<file path="src/rtl/rag_pkg.sv">
package rag_pkg;

  typedef enum logic [1:0] {
    MODE_RSV0       = 2'b00,
    MODE_RSV1       = 2'b01,
    MODE_ALL        = 2'b10,
    MODE_FETCH_ONLY = 2'b11
  } rgn_mode_e;

  typedef struct packed {
    logic hit;
    logic dec;
    logic zero;
    logic xo;
    logic ke;
  } verdict_t;

endpackage

</file>
<file path="src/rtl/rag_range_cmp.sv">
module rag_range_cmp #(
  parameter int ADDR_W  = 32,
  parameter int NUM_RGN = 4
) (
  input  logic [ADDR_W-1:0]               addr,
  input  logic [NUM_RGN-1:0]              en,
  input  logic [NUM_RGN-1:0][ADDR_W-1:0]  lo,
  input  logic [NUM_RGN-1:0][ADDR_W-1:0]  hi,
  output logic [NUM_RGN-1:0]              match
);

  for (genvar g = 0; g < NUM_RGN; g++) begin : g_rgn
    logic above_lo;
    logic below_hi;
    assign above_lo = (addr >= lo[g]);
    assign below_hi = (addr <= hi[g]);
    assign match[g] = en[g] & above_lo & below_hi;
  end

endmodule

</file>
<file path="src/rtl/rag_first_hit.sv">
module rag_first_hit #(
  parameter int NUM_RGN = 4,
  parameter int IDX_W   = 2
) (
  input  logic [NUM_RGN-1:0] vec,
  output logic               any,
  output logic [IDX_W-1:0]   idx
);

  always_comb begin
    any = 1'b0;
    idx = '0;
    for (int i = NUM_RGN - 1; i >= 0; i--) begin
      if (vec[i]) begin
        any = 1'b1;
        idx = i[IDX_W-1:0];
      end
    end
  end

endmodule

</file>
<file path="src/rtl/rag_key_track.sv">
module rag_key_track #(
  parameter int NUM_RGN = 4,
  parameter int KSUM_W  = 8
) (
  input  logic                            clk,
  input  logic                            rst_n,
  input  logic [NUM_RGN-1:0][KSUM_W-1:0]  ksum,
  input  logic [NUM_RGN-1:0]              err_set,
  output logic [NUM_RGN-1:0]              key_bad,
  output logic [NUM_RGN-1:0]              sticky
);

  for (genvar g = 0; g < NUM_RGN; g++) begin : g_trk
    logic sticky_q;
    logic sticky_d;
    logic sticky_en;

    assign key_bad[g] = (ksum[g] == '0);

    // the flag loads on a new key error or on a usable checksum
    always_comb begin
      sticky_en = err_set[g] | ~key_bad[g];
      sticky_d  = err_set[g];
    end

    always_ff @(posedge clk or negedge rst_n) begin
      if (!rst_n)         sticky_q <= 1'b0;
      else if (sticky_en) sticky_q <= sticky_d;
    end

    assign sticky[g] = sticky_q;
  end

endmodule

</file>
<file path="src/rtl/region_access_guard.sv">
module region_access_guard
  import rag_pkg::*;
#(
  parameter int ADDR_W  = 32,
  parameter int NUM_RGN = 4,
  parameter int KSUM_W  = 8,
  localparam int IDX_W  = (NUM_RGN > 1) ? $clog2(NUM_RGN) : 1
) (
  input  logic                            clk,
  input  logic                            rst_n,
  input  logic                            enc_mode_on,
  input  logic [NUM_RGN-1:0]              cfg_en,
  input  logic [NUM_RGN-1:0][1:0]         cfg_mode,
  input  logic [NUM_RGN-1:0][ADDR_W-1:0]  cfg_lo,
  input  logic [NUM_RGN-1:0][ADDR_W-1:0]  cfg_hi,
  input  logic [NUM_RGN-1:0][KSUM_W-1:0]  cfg_ksum,
  input  logic                            req_valid,
  input  logic [ADDR_W-1:0]               req_addr,
  input  logic                            req_is_fetch,
  output logic                            rsp_valid,
  output logic                            rsp_hit,
  output logic [IDX_W-1:0]                rsp_region,
  output logic                            rsp_decrypt,
  output logic                            rsp_zero,
  output logic                            rsp_xo_err,
  output logic                            rsp_key_err
);

  logic [NUM_RGN-1:0] match;
  logic               any_hit;
  logic [IDX_W-1:0]   pick;
  logic [NUM_RGN-1:0] key_bad;
  logic [NUM_RGN-1:0] sticky;
  logic [NUM_RGN-1:0] err_set;

  rag_range_cmp #(.ADDR_W(ADDR_W), .NUM_RGN(NUM_RGN)) u_cmp (
    .addr  (req_addr),
    .en    (cfg_en),
    .lo    (cfg_lo),
    .hi    (cfg_hi),
    .match (match)
  );

  rag_first_hit #(.NUM_RGN(NUM_RGN), .IDX_W(IDX_W)) u_pick (
    .vec (match),
    .any (any_hit),
    .idx (pick)
  );

  rag_key_track #(.NUM_RGN(NUM_RGN), .KSUM_W(KSUM_W)) u_key (
    .clk     (clk),
    .rst_n   (rst_n),
    .ksum    (cfg_ksum),
    .err_set (err_set),
    .key_bad (key_bad),
    .sticky  (sticky)
  );

  // ---------------- policy decision ----------------
  rgn_mode_e sel_mode;
  logic      sel_bad;
  logic      sel_sticky;
  logic      fetch_blocked;
  logic      mode_allows;
  verdict_t  vrd;

  always_comb begin
    sel_mode      = rgn_mode_e'(cfg_mode[pick]);
    sel_bad       = key_bad[pick];
    sel_sticky    = sticky[pick];
    fetch_blocked = enc_mode_on & req_is_fetch;

    unique case (sel_mode)
      MODE_ALL:        mode_allows = 1'b1;
      MODE_FETCH_ONLY: mode_allows = req_is_fetch;
      default:         mode_allows = 1'b0;
    endcase

    vrd.hit  = any_hit;
    vrd.xo   = fetch_blocked |
               (any_hit & (sel_mode == MODE_FETCH_ONLY) & ~req_is_fetch);
    vrd.ke   = any_hit & sel_bad;
    vrd.zero = fetch_blocked |
               (any_hit & (~mode_allows | sel_bad | sel_sticky));
    vrd.dec  = any_hit & mode_allows & ~fetch_blocked & ~sel_bad & ~sel_sticky;
  end

  always_comb begin
    err_set = '0;
    if (req_valid && vrd.ke) err_set[pick] = 1'b1;
  end

  // ---------------- response stage ----------------
  logic             valid_d, valid_q;
  verdict_t         vrd_d, vrd_q;
  logic [IDX_W-1:0] idx_d, idx_q;

  always_comb begin
    valid_d = req_valid;
    vrd_d   = req_valid ? vrd : '0;
    idx_d   = (req_valid && any_hit) ? pick : '0;
  end

  always_ff @(posedge clk or negedge rst_n) begin
    if (!rst_n) begin
      valid_q <= 1'b0;
      vrd_q   <= '0;
      idx_q   <= '0;
    end else begin
      valid_q <= valid_d;
      vrd_q   <= vrd_d;
      idx_q   <= idx_d;
    end
  end

  assign rsp_valid   = valid_q;
  assign rsp_hit     = vrd_q.hit;
  assign rsp_region  = idx_q;
  assign rsp_decrypt = vrd_q.dec;
  assign rsp_zero    = vrd_q.zero;
  assign rsp_xo_err  = vrd_q.xo;
  assign rsp_key_err = vrd_q.ke;

endmodule

</file>
<file path="config.mk">
export PLATFORM = sky130hd
export DESIGN_NAME = region_access_guard
export DESIGN_NICKNAME = d
export VERILOG_FILES = /design/src/rtl/rag_pkg.sv /design/src/rtl/rag_range_cmp.sv /design/src/rtl/rag_first_hit.sv /design/src/rtl/rag_key_track.sv /design/src/rtl/region_access_guard.sv
export SDC_FILE = /design/constraint.sdc
export NUM_CORES = 1
export LEC_CHECK = 0
export ABC_CLOCK_PERIOD_IN_PS = 4450
export BUFFER_PORTS_ARGS = -buffer_cell sky130_fd_sc_hd__buf_2
export CORE_AREA = 4 4 160 162
export DETAILED_ROUTE_END_ITERATION = 8
export DIE_AREA = 0 0 164 166
export SYNTH_ARGS = -nofsm -noshare
export SYNTH_HDL_FRONTEND = slang
export SYNTH_SLANG_ARGS = --single-unit
</file>
<file path="constraint.sdc">
create_clock -name clk -period 4.45 [get_ports clk]
set_input_delay 0 -clock clk [delete_from_list [all_inputs] [get_ports clk]]
set_output_delay 0 -clock clk [all_outputs]
set_load 0.05 [all_outputs]
</file>
==> report_table.html <==
<table>
<tr><th>Metric</th><th>Value</th></tr>
<tr><th colspan="2">Detailed routing</th></tr>
<tr><td>DRT antenna net count</td><td>0</td></tr>
<tr><td>Length of the first detailed-routing pass in iterations</td><td>5</td></tr>
<tr><td>Routed wire length</td><td>28.5 mm</td></tr>
<tr><td>Average wire length per cell after detail routing</td><td>17.1 um</td></tr>
<tr><td>Vias per cell</td><td>4.80</td></tr>
<tr><td>DRC marker count from the first detailed-route iteration</td><td>325</td></tr>
<tr><td>Drc violations</td><td>0</td></tr>
<tr><td>Vias post-DR</td><td>8027</td></tr>
<tr><th colspan="2">Yosys</th></tr>
<tr><td>Register bit total from synthesis</td><td>12</td></tr>
<tr><td>Biggest area consumer among synthesized cells</td><td>sky130_fd_sc_hd__ha_1</td></tr>
<tr><td>Synth Instances</td><td>998</td></tr>
<tr><td>Top-area cell type share of the netlist area</td><td>44.5%</td></tr>
<tr><td>Number of flops mapped to enable cells by yosys</td><td>0</td></tr>
<tr><td>Count of synthesis-stage warnings from yosys</td><td>0</td></tr>
<tr><td>Netlist Area Pre-Place</td><td>0.00719 mm2</td></tr>
<tr><td>Number of distinct library cells after synthesis</td><td>62</td></tr>
<tr><td>Area contributors post-synth</td><td>sky130_fd_sc_hd__ha_1, sky130_fd_sc_hd__inv_1, sky130_fd_sc_hd__a21oi_1, sky130_fd_sc_hd__dfrtp_1, sky130_fd_sc_hd__nand2_1</td></tr>
<tr><td>Part of the Yosys area used for sequential elements</td><td>4.18%</td></tr>
<tr><td>Most common flop cell mapped by yosys</td><td>sky130_fd_sc_hd__dfrtp_1</td></tr>
<tr><td>Mapped Nets</td><td>1591</td></tr>
<tr><td>Synthesized area divided by synthesized cell count</td><td>7.21 um2</td></tr>
<tr><td>Proportion of register bits with asynchronous set or reset after synthesis</td><td>100%</td></tr>
<tr><th colspan="2">Critical path</th></tr>
<tr><td>Kind of end point of the critical path</td><td>flop</td></tr>
<tr><td>Category of the worst setup path launch point</td><td>input pin</td></tr>
<tr><td>Worst R2R Path Depth</td><td>6</td></tr>
<tr><td>Required time at the endpoint of the critical path</td><td>4.62 ns</td></tr>
<tr><td>Data arrival, critical path</td><td>3.75 ns</td></tr>
<tr><td>Path type of the worst setup path</td><td>input pin to flop</td></tr>
<tr><td>Crit-path max FO</td><td>8</td></tr>
<tr><th colspan="2">Floorplan</th></tr>
<tr><td>Die Span Y</td><td>166 um</td></tr>
<tr><td>Die area</td><td>0.0272 mm2</td></tr>
<tr><td>Effective utilization at floorplan</td><td>29.8%</td></tr>
<tr><td>I/O pin count</td><td>345</td></tr>
<tr><td>Total core area</td><td>0.0241 mm2</td></tr>
<tr><td>Standard-cell row count</td><td>57</td></tr>
<tr><td>Die W</td><td>164 um</td></tr>
<tr><th colspan="2">Finish</th></tr>
<tr><td>Fraction of final layout cells with drive strength greater than 1</td><td>26.9%</td></tr>
<tr><td>Final Net Count</td><td>1939</td></tr>
<tr><td>Fin util</td><td>39.1%</td></tr>
<tr><td>Final non-filler cell total</td><td>1672</td></tr>
<tr><td>Fillcell total</td><td>2595</td></tr>
<tr><td>Area growth syn-to-layout</td><td>31.0%</td></tr>
<tr><th colspan="2">Clock tree</th></tr>
<tr><td>CTS H-Tree Depth</td><td>1</td></tr>
<tr><td>Clock latency reported for the late side of the worst-skew pair</td><td>0.24 ns</td></tr>
<tr><td>Clock buffer count from CTS</td><td>3</td></tr>
<tr><td>CTS tree</td><td>done</td></tr>
<tr><td>Cell at the root of the clock tree</td><td>sky130_fd_sc_hd__clkbuf_16</td></tr>
<tr><td>Maximum root-to-sink buffer count</td><td>2</td></tr>
<tr><td>Reg clk slew, reported paths</td><td>0.04 ns</td></tr>
<tr><td>Sink Count</td><td>12</td></tr>
<tr><th colspan="2">STA</th></tr>
<tr><td>Unrepaired setup endpoints after global routing</td><td>false</td></tr>
<tr><td>Final period demand of the worst path</td><td>3.57 ns</td></tr>
<tr><td>Max Freq</td><td>0.280 GHz</td></tr>
<tr><td>Number of endpoints failing setup at the final stage</td><td>0</td></tr>
<tr><td>Pins over their slew limit</td><td>0</td></tr>
<tr><td>Worst slew pin tran</td><td>0.725 ns</td></tr>
<tr><td>Clock skew</td><td>0.00206 ns</td></tr>
<tr><td>Share of the clock period used by the worst path after layout</td><td>80.3%</td></tr>
<tr><td>Post-route worst setup slack</td><td>0.876 ns</td></tr>
<tr><td>Number of hold-slack violations in the final timing report</td><td>0</td></tr>
<tr><td>Slew margin rel.</td><td>51.0%</td></tr>
<tr><td>Setup TNS</td><td>0 ns</td></tr>
<tr><th colspan="2">Run status</th></tr>
<tr><td>Outcome</td><td>finished clean</td></tr>
<tr><th colspan="2">Global route</th></tr>
<tr><td>Pin count of the biggest net entering global routing</td><td>13</td></tr>
<tr><td>Number of global-route vias before repair</td><td>8035</td></tr>
<tr><td>Total track usage</td><td>19.8%</td></tr>
<tr><td>Global-route wire length before repair</td><td>42.7 mm</td></tr>
<tr><td>Remaining global-route overflow</td><td>0</td></tr>
<tr><td>Layer carrying the most global-route usage</td><td>met2</td></tr>
<tr><td>Grt met1 use</td><td>24.6%</td></tr>
<tr><td>Met3 track demand over resource</td><td>3.03%</td></tr>
<tr><td>Number of antenna violations at the first check in global routing</td><td>8</td></tr>
<tr><td>Met2 track utilization from global routing</td><td>36.0%</td></tr>
<tr><th colspan="2">Placed design</th></tr>
<tr><td>Routability congestion estimate from global placement</td><td>0.922</td></tr>
<tr><td>Worst slack at placement</td><td>0.662 ns</td></tr>
<tr><td>Cell total after placement</td><td>1663</td></tr>
<tr><td>Placed wire-length estimate after detailed placement</td><td>26.0 mm</td></tr>
<tr><td>Port-buffer cells</td><td>344</td></tr>
<tr><th colspan="2">Power and ir drop</th></tr>
<tr><td>Leakage power summed over all cells</td><td>5.79 nW</td></tr>
<tr><td>Post-route total power</td><td>1.10 mW</td></tr>
<tr><td>Ratio of total power to cell area</td><td>117 mW/mm2</td></tr>
<tr><td>Worst ir drop on vdd</td><td>0.142 mV</td></tr>
<tr><th colspan="2">Min path</th></tr>
<tr><td>Hold Crit Depth</td><td>3</td></tr>
<tr><td>Worst min path class</td><td>input pin to flop</td></tr>
<tr><th colspan="2">Run</th></tr>
<tr><td># Max-Cap Violations</td><td>0</td></tr>
</table>
[per-layer routing]
layer | routed length [um] | part of all wire [%]
met3 | 1830 | 6.4
met5 | 56 | 0.20
met4 | 538 | 1.9
met1 | 12400 | 43
met2 | 13800 | 48
[worst paths after layout]
check,start,to,slack (ns)
max,req_addr[0],u_key.g_trk[3].sticky_q$_DFFE_PN0P_,0.88
min in group asynchronous,rst_n,rsp_hit$_DFF_PN0_,0.17
max reg2reg,u_key.g_trk[0].sticky_q$_DFFE_PN0P_,rsp_zero$_DFF_PN0_,2.62
min reg2reg,u_key.g_trk[3].sticky_q$_DFFE_PN0P_,u_key.g_trk[3].sticky_q$_DFFE_PN0P_,0.51
max in group asynchronous,rst_n,rsp_decrypt$_DFF_PN0_,4.06
min,enc_mode_on,rsp_xo_err$_DFF_PN0_,0.08
[cell families (layout without fill, tap and decap cells)]
kind of cell / Yosys count / count (layout) / synth area share (%)
flip-flops: 12 / 12 / 4.18
other: 0 / 3 / 0
adder cells (fa/ha/maj): 256 / 256 / 44.5
buffers and inverters: 263 / 610 / 13.7
AO/OA/AOI/OAI: 231 / 231 / 20.3
AND/OR/NAND/NOR: 236 / 236 / 17.2
[per-stage QoR]
step	cell area, um2	hold WS [ns]
after floorplan	7190	-0.296
after global routing	9420	0.124
after detailed placement	9310	-0.110
after CTS	9410	0.0749
final	9420	0.0842
after global placement	9310	-0.108
[synth_stat cells (3+ instances only)]
cell type / n
sky130_fd_sc_hd__nand2b_1: 8
sky130_fd_sc_hd__a31oi_1: 4
sky130_fd_sc_hd__nand2_1: 72
sky130_fd_sc_hd__a2111o_1: 4
sky130_fd_sc_hd__a21oi_1: 99
sky130_fd_sc_hd__or2_2: 4
sky130_fd_sc_hd__nor3b_1: 3
sky130_fd_sc_hd__and3_1: 3
sky130_fd_sc_hd__o211ai_1: 6
sky130_fd_sc_hd__a211o_1: 3
sky130_fd_sc_hd__a221o_1: 3
sky130_fd_sc_hd__o21a_1: 4
sky130_fd_sc_hd__a21o_1: 16
sky130_fd_sc_hd__nand4_1: 32
sky130_fd_sc_hd__and4_1: 11
sky130_fd_sc_hd__nor4_1: 9
sky130_fd_sc_hd__a22o_1: 5
sky130_fd_sc_hd__dfrtp_1: 12
sky130_fd_sc_hd__or4_1: 8
sky130_fd_sc_hd__a22oi_1: 3
sky130_fd_sc_hd__nor2b_1: 4
sky130_fd_sc_hd__ha_1: 256
sky130_fd_sc_hd__a221oi_1: 8
sky130_fd_sc_hd__nand3_1: 23
sky130_fd_sc_hd__nor3_1: 13
sky130_fd_sc_hd__inv_1: 260
sky130_fd_sc_hd__o21ai_0: 43
sky130_fd_sc_hd__nor2_1: 33
sky130_fd_sc_hd__a211oi_1: 6
[timing repair]
action	4_1_cts	5_1_grt
gates resized for setup	0	0
hold buffers	2	0
buffers inserted	0	0
endpoints found under the hold margin	13	0
[cells in the final DEF, fill, tap and decap left out, drive strengths merged, types with 5 or more instances in the layout]
cell,count
o211ai,6
or4,10
nand3,23
a211oi,6
nor2,33
a22o,5
a21oi,99
ha,256
dfrtp,12
inv,260
and4,11
nor3,13
buf,344
o21a,5
nor4,10
a21o,16
nand2b,8
nand4,32
nand2,73
o21ai,45
a221oi,8
[final cells by class]
class	instances	area (um2)	share of cell area (%)
tap	324	405	4.30
multi-input combinational	723	5900	62.6
antenna	3	7.51	0.0797
inverter	260	976	10.4
timing repair buffer	346	1740	18.5
clock buffer	4	88.8	0.943
sequential	12	300	3.19
[state kept, by name, summed over array words and instances, names as in the netlist]
name / count
u_key.g_trk.sticky_q: 4
rsp_zero: 1
rsp_decrypt: 1
rsp_hit: 1
rsp_xo_err: 1
rsp_region: 2
rsp_valid: 1
rsp_key_err: 1
[critical path, cell delays in order]
cell and delay [ns]:
sky130_fd_sc_hd__buf_2 0.10, sky130_fd_sc_hd__inv_1 0.23, sky130_fd_sc_hd__ha_1 0.29, sky130_fd_sc_hd__nand2b_1 0.15, sky130_fd_sc_hd__a2111o_1 0.43, sky130_fd_sc_hd__a31oi_1 0.33
sky130_fd_sc_hd__o21ai_0 0.34, sky130_fd_sc_hd__a21oi_1 0.41, sky130_fd_sc_hd__or2_2 0.27, sky130_fd_sc_hd__nor3b_1 0.53, sky130_fd_sc_hd__a211oi_1 0.23, sky130_fd_sc_hd__o21ai_1 0.23
sky130_fd_sc_hd__a32o_1 0.21
[where the power goes]
part | internal (mW) | total (mW) | switching [mW]
clock network | 0.135 | 0.179 | 0.0439
registers | 0.115 | 0.116 | 0.00136
logic | 0.353 | 0.806 | 0.452
total | 0.604 | 1.10 | 0.497
(Power assumes the default switching activity.)
